===== config.mk =====
export PLATFORM = sky130hd
export DESIGN_NAME = pkt_coalesce
export DESIGN_NICKNAME = d
export VERILOG_FILES = /design/src/rtl/pkt_coalesce_pkg.sv /design/src/rtl/pkt_coal_regs.sv /design/src/rtl/pkt_coal_counter.sv /design/src/rtl/pkt_coal_timer.sv /design/src/rtl/pkt_coalesce.sv
export SDC_FILE = /design/constraint.sdc
export NUM_CORES = 1
export LEC_CHECK = 0
export ABC_AREA = 0
export BUFFER_PORTS_ARGS = -buffer_cell sky130_fd_sc_hd__buf_2
export CORE_MARGIN = 2
export CORE_UTILIZATION = 54
export DETAILED_ROUTE_END_ITERATION = 7
export MAX_ROUTING_LAYER = met4
export PLACE_DENSITY = 0.89
export SETUP_SLACK_MARGIN = 0.5
export SYNTH_ARGS = -nofsm -noshare
export SYNTH_HDL_FRONTEND = slang
export SYNTH_HIERARCHICAL = 1
export SYNTH_SLANG_ARGS = --single-unit

===== constraint.sdc =====
create_clock -name clk -period 3.65 [get_ports clk]
set_input_delay 0.1825 -clock clk [delete_from_list [all_inputs] [get_ports clk]]
set_output_delay 0.1825 -clock clk [all_outputs]
set_load 0.1 [all_outputs]

===== src/rtl/pkt_coalesce_pkg.sv =====
package pkt_coalesce_pkg;

    localparam int THR_W      = 8;
    localparam int DEF_CNT_W  = 8;
    localparam int DEF_WAIT_W = 10;
    localparam int DEF_DATA_W = 16;

    typedef enum logic [1:0] {
        SEL_COUNT  = 2'd0,
        SEL_THRESH = 2'd1,
        SEL_WAIT   = 2'd2,
        SEL_RSVD   = 2'd3
    } wr_sel_e;

    typedef struct packed {
        logic             hit_thresh;
        logic             hit_timeout;
    } irq_src_t;

    function automatic int max_int(input int a, input int b);
        return (a > b) ? a : b;
    endfunction

endpackage


===== src/rtl/pkt_coal_regs.sv =====
module pkt_coal_regs
    import pkt_coalesce_pkg::*;
#(
    parameter int WAIT_W = DEF_WAIT_W,
    parameter int DATA_W = DEF_DATA_W
) (
    input  logic              clk,
    input  logic              rst,
    input  logic              wr_en_i,
    input  logic [1:0]        wr_sel_i,
    input  logic [DATA_W-1:0] wr_data_i,
    output logic [THR_W-1:0]  thresh_o,
    output logic [WAIT_W-1:0] wait_o,
    output logic              dec_req_o
);

    localparam logic [DATA_W-1:0] ONE = DATA_W'(1);

    logic [THR_W-1:0]  thr_q;
    logic [WAIT_W-1:0] wait_q;

    always_ff @(posedge clk) begin
        if (rst) begin
            thr_q  <= '0;
            wait_q <= '0;
        end else if (wr_en_i) begin
            if (wr_sel_i == SEL_THRESH) thr_q  <= wr_data_i[THR_W-1:0];
            if (wr_sel_i == SEL_WAIT)   wait_q <= wr_data_i[WAIT_W-1:0];
        end
    end

    assign dec_req_o = wr_en_i && (wr_sel_i == SEL_COUNT) && (wr_data_i == ONE);
    assign thresh_o  = thr_q;
    assign wait_o    = wait_q;

    // reserved select leaves both stored values alone
    assert_rsvd_quiet_R5: assert property (@(posedge clk) disable iff (rst)
        (wr_en_i && wr_sel_i == SEL_RSVD) |=> ($stable(thr_q) && $stable(wait_q)));

endmodule


===== src/rtl/pkt_coal_counter.sv =====
module pkt_coal_counter #(
    parameter int CNT_W = 8
) (
    input  logic             clk,
    input  logic             rst,
    input  logic             inc_i,
    input  logic             dec_req_i,
    output logic [CNT_W-1:0] count_o
);

    localparam logic [CNT_W-1:0] CNT_MAX = {CNT_W{1'b1}};

    logic [CNT_W-1:0] count_q;
    logic [CNT_W-1:0] count_d;
    logic             dec_ok;

    assign dec_ok = dec_req_i && (count_q != '0);

    always_comb begin
        count_d = count_q;
        unique case ({inc_i, dec_ok})
            2'b10:   if (count_q != CNT_MAX) count_d = count_q + 1'b1;
            2'b01:   count_d = count_q - 1'b1;
            default: count_d = count_q;
        endcase
    end

    always_ff @(posedge clk) begin
        if (rst) count_q <= '0;
        else     count_q <= count_d;
    end

    assign count_o = count_q;

    // without a packet pulse a zero count cannot move
    assert_no_wrap_R3: assert property (@(posedge clk) disable iff (rst)
        (count_q == '0 && !inc_i) |=> (count_q == '0));

    // saturation at the top of the range
    assert_no_overflow_R2: assert property (@(posedge clk) disable iff (rst)
        (count_q == CNT_MAX && inc_i) |=> (count_q == CNT_MAX));

    // simultaneous increment and decrement cancel
    assert_both_cancel_R4: assert property (@(posedge clk) disable iff (rst)
        (inc_i && dec_req_i && count_q != '0) |=> $stable(count_q));

endmodule


===== src/rtl/pkt_coal_timer.sv =====
module pkt_coal_timer #(
    parameter int WAIT_W = 10
) (
    input  logic              clk,
    input  logic              rst,
    input  logic              tick_i,
    input  logic [WAIT_W-1:0] bound_i,
    input  logic              count_nz_i,
    input  logic              irq_pend_i,
    output logic              timeout_o
);

    logic [WAIT_W-1:0] remain_q;
    logic              expired_q;
    logic              armed;

    assign armed = count_nz_i && !irq_pend_i && (bound_i != '0);

    always_ff @(posedge clk) begin
        if (rst) begin
            remain_q  <= '0;
            expired_q <= 1'b0;
        end else begin
            if (!armed) begin
                remain_q <= bound_i;
            end else if (tick_i) begin
                if (remain_q <= WAIT_W'(1)) expired_q <= 1'b1;
                else                        remain_q  <= remain_q - 1'b1;
            end
            if (!count_nz_i) expired_q <= 1'b0;
        end
    end

    assign timeout_o = expired_q;

    // a zero bound never lets the timer fire
    assert_disabled_quiet_R7: assert property (@(posedge clk) disable iff (rst)
        (bound_i == '0 && !expired_q) |=> !expired_q);

    // an empty count clears a pending timeout
    assert_zero_clears_R8: assert property (@(posedge clk) disable iff (rst)
        (!count_nz_i) |=> !expired_q);

    // once fired, the timeout holds while packets remain
    assert_timeout_holds_R8: assert property (@(posedge clk) disable iff (rst)
        (expired_q && count_nz_i) |=> expired_q);

endmodule


===== src/rtl/pkt_coalesce.sv =====
module pkt_coalesce
    import pkt_coalesce_pkg::*;
#(
    parameter int CNT_W  = DEF_CNT_W,
    parameter int WAIT_W = DEF_WAIT_W,
    parameter int DATA_W = DEF_DATA_W
) (
    input  logic              clk,
    input  logic              rst,
    input  logic              pkt_done_i,
    input  logic              wr_en_i,
    input  logic [1:0]        wr_sel_i,
    input  logic [DATA_W-1:0] wr_data_i,
    input  logic              ms_tick_i,
    output logic [CNT_W-1:0]  count_o,
    output logic              irq_o,
    output logic [THR_W-1:0]  thresh_o,
    output logic [WAIT_W-1:0] wait_o
);

    localparam int CMP_W = max_int(CNT_W, THR_W);

    logic [THR_W-1:0]  thr;
    logic [WAIT_W-1:0] wbound;
    logic              dec_req;
    logic [CNT_W-1:0]  count;
    logic              timeout;
    logic [CMP_W-1:0]  cnt_ext;
    logic [CMP_W-1:0]  thr_ext;
    irq_src_t          src;

    pkt_coal_regs #(.WAIT_W(WAIT_W), .DATA_W(DATA_W)) u_regs (
        .clk       (clk),
        .rst       (rst),
        .wr_en_i   (wr_en_i),
        .wr_sel_i  (wr_sel_i),
        .wr_data_i (wr_data_i),
        .thresh_o  (thr),
        .wait_o    (wbound),
        .dec_req_o (dec_req)
    );

    pkt_coal_counter #(.CNT_W(CNT_W)) u_counter (
        .clk       (clk),
        .rst       (rst),
        .inc_i     (pkt_done_i),
        .dec_req_i (dec_req),
        .count_o   (count)
    );

    pkt_coal_timer #(.WAIT_W(WAIT_W)) u_timer (
        .clk        (clk),
        .rst        (rst),
        .tick_i     (ms_tick_i),
        .bound_i    (wbound),
        .count_nz_i (count != '0),
        .irq_pend_i (irq_o),
        .timeout_o  (timeout)
    );

    assign cnt_ext = CMP_W'(count);
    assign thr_ext = CMP_W'(thr);

    always_comb begin
        src.hit_thresh  = (thr != '0) && (cnt_ext >= thr_ext);
        src.hit_timeout = timeout && (count != '0);
    end

    assign irq_o    = src.hit_thresh | src.hit_timeout;
    assign count_o  = count;
    assign thresh_o = thr;
    assign wait_o   = wbound;

    // an empty count never requests service
    assert_zero_quiet_R6: assert property (@(posedge clk) disable iff (rst)
        (count_o == '0) |-> !irq_o);

    // zero threshold with no timeout keeps the request low
    assert_thr_off_R6: assert property (@(posedge clk) disable iff (rst)
        (thresh_o == '0 && !timeout) |-> !irq_o);

endmodule


; ---- Yosys cells after proc, flatten, opt, wreduce, memory -nomap -nowiden
; Index checks and enable logic that the tools add are counted.
[op_classes]
add_sub_neg = 3
n_lt_le_gt_ge = 2
eq_ne = 9
n_mux = 5
n_bitwise = 2
reduce_logical = 19
[ops]
columns = cell, count
row1 = $mux 10, 3
row2 = $eq 16x1->1 const B, 1
row3 = $pmux 8 s2, 1
row4 = $reduce_bool 8->1, 2
row5 = $le 10x1->1 const B, 1
row6 = $reduce_bool 10->1, 1
row7 = $sub 10x1->10 const B, 1
row8 = $add 8x1->8 const B, 1
row9 = $ge 8x8->1, 1
row10 = $mux 8, 1
row11 = $ne 8x8->1 const B, 1
row12 = $reduce_and 2->1, 4
row13 = $sub 8x1->8 const B, 1
row14 = $logic_and 1x1->1, 7
row15 = $eq 2x1->1 const B, 2
row16 = $eq 2x2->1 const B, 2
row17 = $ne 2x2->1 const B, 2
row18 = $reduce_and 3->1, 1
row19 = $logic_not 2->1, 1
row20 = $ne 2x1->1 const B, 1
row21 = $reduce_bool 2->1, 1
row22 = $reduce_or 2->1, 1
row23 = $logic_not 1->1, 1
row24 = $not 1->1, 1
row25 = $or 1x1->1, 1
[totals]
ff_bits = 37
in_bits = 23
out_inout_bits = 27
word_cells = 45

; ---- Depth between registers and ports, before layout
[logic_depth]
depth_word = 8
mapped_depth = 12
mapped_depth_nobuf = 12

; ---- Hierarchy
; The synthesis kept the hierarchy.
[modules_own_cells]
columns = module, n_inst, cells_per_inst, area_per_inst_um2, seq_area_each_um2
row1 = pkt_coal_regs, 1, 68, 700.7, 360.3
row2 = pkt_coal_timer, 1, 78, 674.4, 220.2
row3 = pkt_coal_counter, 1, 74, 641.9, 160.2
row4 = pkt_coalesce, 1, 32, 235.2, 0.0

; ---- Least setup slack after synthesis
; OpenSTA, ideal clock, no wires.
[synth_path]
path_type = reg-to-reg
start = register u_counter.count_q[2] (netlist: u_counter/count_o[2])
end = register u_timer.remain_q[4]
setup_ns = 0.091
arrival_time_ns = 3.631
t_required_ns = 3.559
path_slack_ns = -0.072
path_stages_with_launch = 11
n_path_buf = 1
synth_period_minus_slack_ns = 3.722
cell_sequence = dfxtp_1 > ha_1 > a211o_1 > a31oi_1 > o31ai_1 > a22o_1 > nand2b_1 > a31oi_1 > clkbuf_1 > nor2_1 > a311oi_1
[synth_between]
elab_chain_cells = 8
elab_cells_between_ends = 12
cone_classes = order compare (1) / eq/ne (2) / mux (1) / bitwise (1) / reduce/logical (7)
[synth_lines]
columns = element, line
row1 = from (decl), pkt_coal_counter.sv:13  ; logic [CNT_W-1:0] count_q;
row2 = from (signal assigned), pkt_coal_counter.sv:30  ; else count_q <= count_d;
row3 = $ge 8x8->1 / $reduce_bool 8->1 (equally long branches), "pkt_coalesce.sv:65, pkt_coalesce.sv:66"
row4 = $logic_and 1x1->1 (on tied branches), "pkt_coalesce.sv:65, pkt_coalesce.sv:66"
row5 = $or 1x1->1 *, pkt_coalesce.sv:69  ; assign irq_o = src.hit_thresh | src.hit_timeout;
row6 = net irq_o, pkt_coalesce.sv:16  ; output logic irq_o,
row7 = $logic_not 1->1 *, pkt_coal_timer.sv:17  ; assign armed = count_nz_i && !irq_pend_i && (bound_i != '0);
row8 = $logic_and 1x1->1 * (2 in a row), pkt_coal_timer.sv:17
row9 = $ne 2x2->1 (no line), n/a
row10 = $reduce_and 2->1 (no line), n/a
row11 = to (signal assigned), pkt_coal_timer.sv:25  ; remain_q <= bound_i;
row12 = to (signal assigned), pkt_coal_timer.sv:28  ; else remain_q <= remain_q - 1'b1;
row13 = to (decl), pkt_coal_timer.sv:13  ; logic [WAIT_W-1:0] remain_q;
; Mark *: on every way through the listed nets, which the timed path passes. The rest lies on a longest branch.
; A chain may end at the register's enable or synchronous reset.

; ---- Worst setup path in the final report
[layout_path]
start = register u_counter.count_q[0] (netlist: u_counter/count_o[0])
end = register u_counter.count_q[7] (netlist: u_counter/count_o[7])
[layout_between]
elab_chain_cells = 5
elab_cells_between_ends = 12
cone_classes = add/sub (2) / eq/ne (4) / mux (2) / reduce/logical (4)
[layout_lines]
columns = element
row1 = "parallel branches: the longest is 5 deep, another holds $add 8x1->8"
; Several ways; the timed one is not identified. The select of a mux whose other input is x is not followed.

==> impl_metrics.env <==
export IMPL_clock_sinks=37
export IMPL_post_cts_resized=0
export IMPL_cts_buffers=5
export IMPL_synth_xor_area_frac=0.03500
export IMPL_relSlewSlack=0.5653
export IMPL_synth_top_family_by_area="simple AND/OR/NAND/NOR gates"
export IMPL_synth_compound_area_share=0.1517
export IMPL_die_h_um=68.58
export IMPL_ys_async_sr_fraction=0
export IMPL_clock_fmax_ghz=0.3581
export IMPL_postCtsHoldBufs=0
export IMPL_powerDensity_mw_per_mm2=381.3
export IMPL_grt_overflow=0
export IMPL_ctsHtreeMaxLevel=2
export IMPL_worstSetupPathType="flop to flop"
export IMPL_ys_seq_elements=37
export IMPL_grt_max_degree=34
export IMPL_syn_nets=292
export IMPL_yosys_mux_area_fraction=0.1161
export IMPL_yosys_area_share_simple=0.2200
export IMPL_vias=2039
export IMPL_place_hpwl_mm=4.041
export IMPL_cts_reportedPaths_clkPinSlew_ns=0.07
export IMPL_routed_wirelength_mm=5.426
export IMPL_gp_congestion=0.8773
export IMPL_clockBufferDepth=2
export IMPL_worst_setup_path_start_kind="flop"
export IMPL_cts_tree="built"
export IMPL_core_area_mm2=0.004000
export IMPL_cp_startpoint="u_counter/count_o[0]"
export IMPL_final_layout_size_suffix_gt1_frac=0.2805
export IMPL_worstReg2RegStart="u_counter/count_o[0]"
export IMPL_vdd_ir_drop_max_uv=155.1
export IMPL_maxCapViolCount=0
export IMPL_place_ws_ns=0.7317
export IMPL_reg2reg_to="u_counter/count_o[7]"
export IMPL_via_per_inst=5.776
export IMPL_endpoint_kind="flop"
export IMPL_area_growth_pct=16.61
export IMPL_rsz0062_at_grt="no"
export IMPL_nNetsFinal=342
export IMPL_final_cell_mix="buf_2 (49), nor2_1 (33), mux2i_1 (21), dfxtp_1 (21), inv_1 (17)"
export IMPL_drc=0
export IMPL_power_leakage_nw=1.257
export IMPL_ant_nets=0
export IMPL_required_ns=3.83
export IMPL_fin_crit_sh=0.7652
export IMPL_final_common_cell="buf_2"
export IMPL_antenna_cells=0
export IMPL_ios=50
export IMPL_status="complete, no violations"
export IMPL_numPortBuffers=49
export IMPL_power_total_mw=1.001
export IMPL_synth_edf_count=0
export IMPL_track_usage=0.2524
export IMPL_fin_skew_ns=0.004326
export IMPL_tightest_slew_ns=0.6501
export IMPL_synthAdderAreaFrac=0.09778
export IMPL_cp_max_fo=9
export IMPL_hp_class="primary input to flop"
export IMPL_setup_violations=0
export IMPL_grt_pass1_vias=1901
export IMPL_post_cts_setup_buffer_count=0
export IMPL_rows=23
export IMPL_worstSkewPairLatency_ns=0.29
export IMPL_synth_cells=252
export IMPL_fp_dieArea_mm2=0.004703
export IMPL_wl_per_cell_um=15.37
export IMPL_synth_seq_area_share=0.3289
export IMPL_synthFlopType="dfxtp_1"
export IMPL_synth_cell_type_count=55
export IMPL_die_width_um=68.58
export IMPL_final_max_slew_violation_count=0
export IMPL_grt_pass1_wl_mm=8.611
export IMPL_drt_initial_drc_count=136
export IMPL_start_util=0.5630
export IMPL_finalCriticalPeriod_ns=2.793
export IMPL_r2r_setup_slack_ns=0.86
export IMPL_ctsRootBufferMaster="clkbuf_8"
export IMPL_final_util=0.6566
export IMPL_report_final_hold_viol_count=0
export IMPL_worst_endpoint_arrival_ns=2.98
export IMPL_reg2regPathDepth=9
export IMPL_grt_antenna_before_repair=0
export IMPL_synth_avg_cell_area_um2=8.937
export IMPL_synth_warnings=6
export IMPL_finalSetupTns_ns=0
export IMPL_drt_pass1_iterations=4
export IMPL_timing_final_ws_setup_ns=0.8571
export IMPL_syn_area_mm2=0.002252
export IMPL_crit_end="u_counter/count_o[7]"
-- critical path: stages, from the launching register on --
cell and delay (ns):
dfxtp_2 0.36, or4_1 0.54, o21ai_2 0.25, nor2_2 0.14, ha_1 0.35, a21oi_1 0.20
a21oi_1 0.09, and3b_1 0.23, mux2i_1 0.19, mux2_2 0.34
-- registers in the layout (all words and copies together) (netlist names) --
| signal | count |
|---|---|
| u_timer/timeout_o | 1 |
| u_regs/wait_o | 10 |
| u_counter/count_o | 8 |
| u_regs/thresh_o | 8 |
| u_timer/remain_q | 10 |
-- power breakdown --
group	internal [mW]	switching (mW)	leakage, nW	total, mW
Sequential	0.422	0.0263	0.309	0.449
Combinational	0.0914	0.185	0.904	0.276
Clock	0.132	0.144	0.0450	0.276
Total	0.646	0.355	1.26	1.00
-- metal layers --
layer  vias to the layer above  track usage  part of all wire
met3                         8      0.05844             0.051
met4                         0      0.08000             0.012
li1                       1018            -                 -
met5                         -            -                 0
met2                        52       0.4255              0.51
met1                       961       0.2971              0.43
-- final cells by class --
| cell class | count | area [um2] |
|---|---|---|
| clock buffer | 6 | 72.57 |
| fill | 324 | 1374 |
| inverter | 17 | 63.81 |
| clock inverter | 2 | 10.01 |
| sequential | 37 | 765.7 |
| tap | 50 | 62.56 |
| multi-input combinational | 191 | 1399 |
| timing repair buffer | 50 | 252.7 |
-- metrics by stage --
step / area, um2 / instances / hold slack, ns
after floorplan: 2278 / 252 / 0.2546
after global placement: 2544 / 345 / 0.4228
after detailed placement: 2544 / 345 / 0.4292
after CTS: 2626 / 353 / 0.1223
after global routing: 2626 / 353 / 0.1359
final: 2626 / 353 / 0.1349
-- synthesized netlist by cell type, types with 3 or more instances --
cell,n,area [um2]
xor2_1,5,43.79
nand2_1,10,37.54
nor2_1,33,123.9
or4_1,3,22.52
nand3b_1,3,22.52
mux2i_1,21,210.2
xnor2_1,4,35.03
ha_1,16,200.2
nor4_1,9,56.30
o31ai_1,3,22.52
nor2b_1,3,18.77
inv_1,17,63.81
dfxtp_1,37,740.7
nand3_1,5,25.02
a31oi_1,5,31.28
o21ai_0,8,40.04
nand2b_1,3,18.77
nand4_1,4,25.02
a21oi_1,8,40.04
o31a_1,3,26.28
clkbuf_1,3,11.26
nor3b_1,4,30.03
buf_6,3,33.78
-- cell families (layout without fill, tap and decap cells) --
family	after synthesis	count (layout)
AO/OA/AOI/OAI	50	50
adder cells (fa/ha/maj)	17	17
XOR/XNOR	9	9
flip-flops	37	37
AND/OR/NAND/NOR	90	90
multiplexers	25	25
buffers and inverters	24	75
-- worst min path at each step --
stage               slack (ns)         from             endpoint  cells past startpoint
finish                    0.13  wr_sel_i[0]   u_regs/thresh_o[6]                      2
global route              0.14  wr_sel_i[0]   u_regs/thresh_o[6]                      2
CTS                       0.12  wr_sel_i[0]   u_regs/thresh_o[6]                      2
detailed placement        0.43  wr_sel_i[0]   u_regs/thresh_o[6]                      2
global placement          0.42  wr_sel_i[0]   u_regs/thresh_o[6]                      2
floorplan                 0.25          rst  u_timer/remain_q[2]                      1
Note: power is estimated with default switching activity, not from simulation.
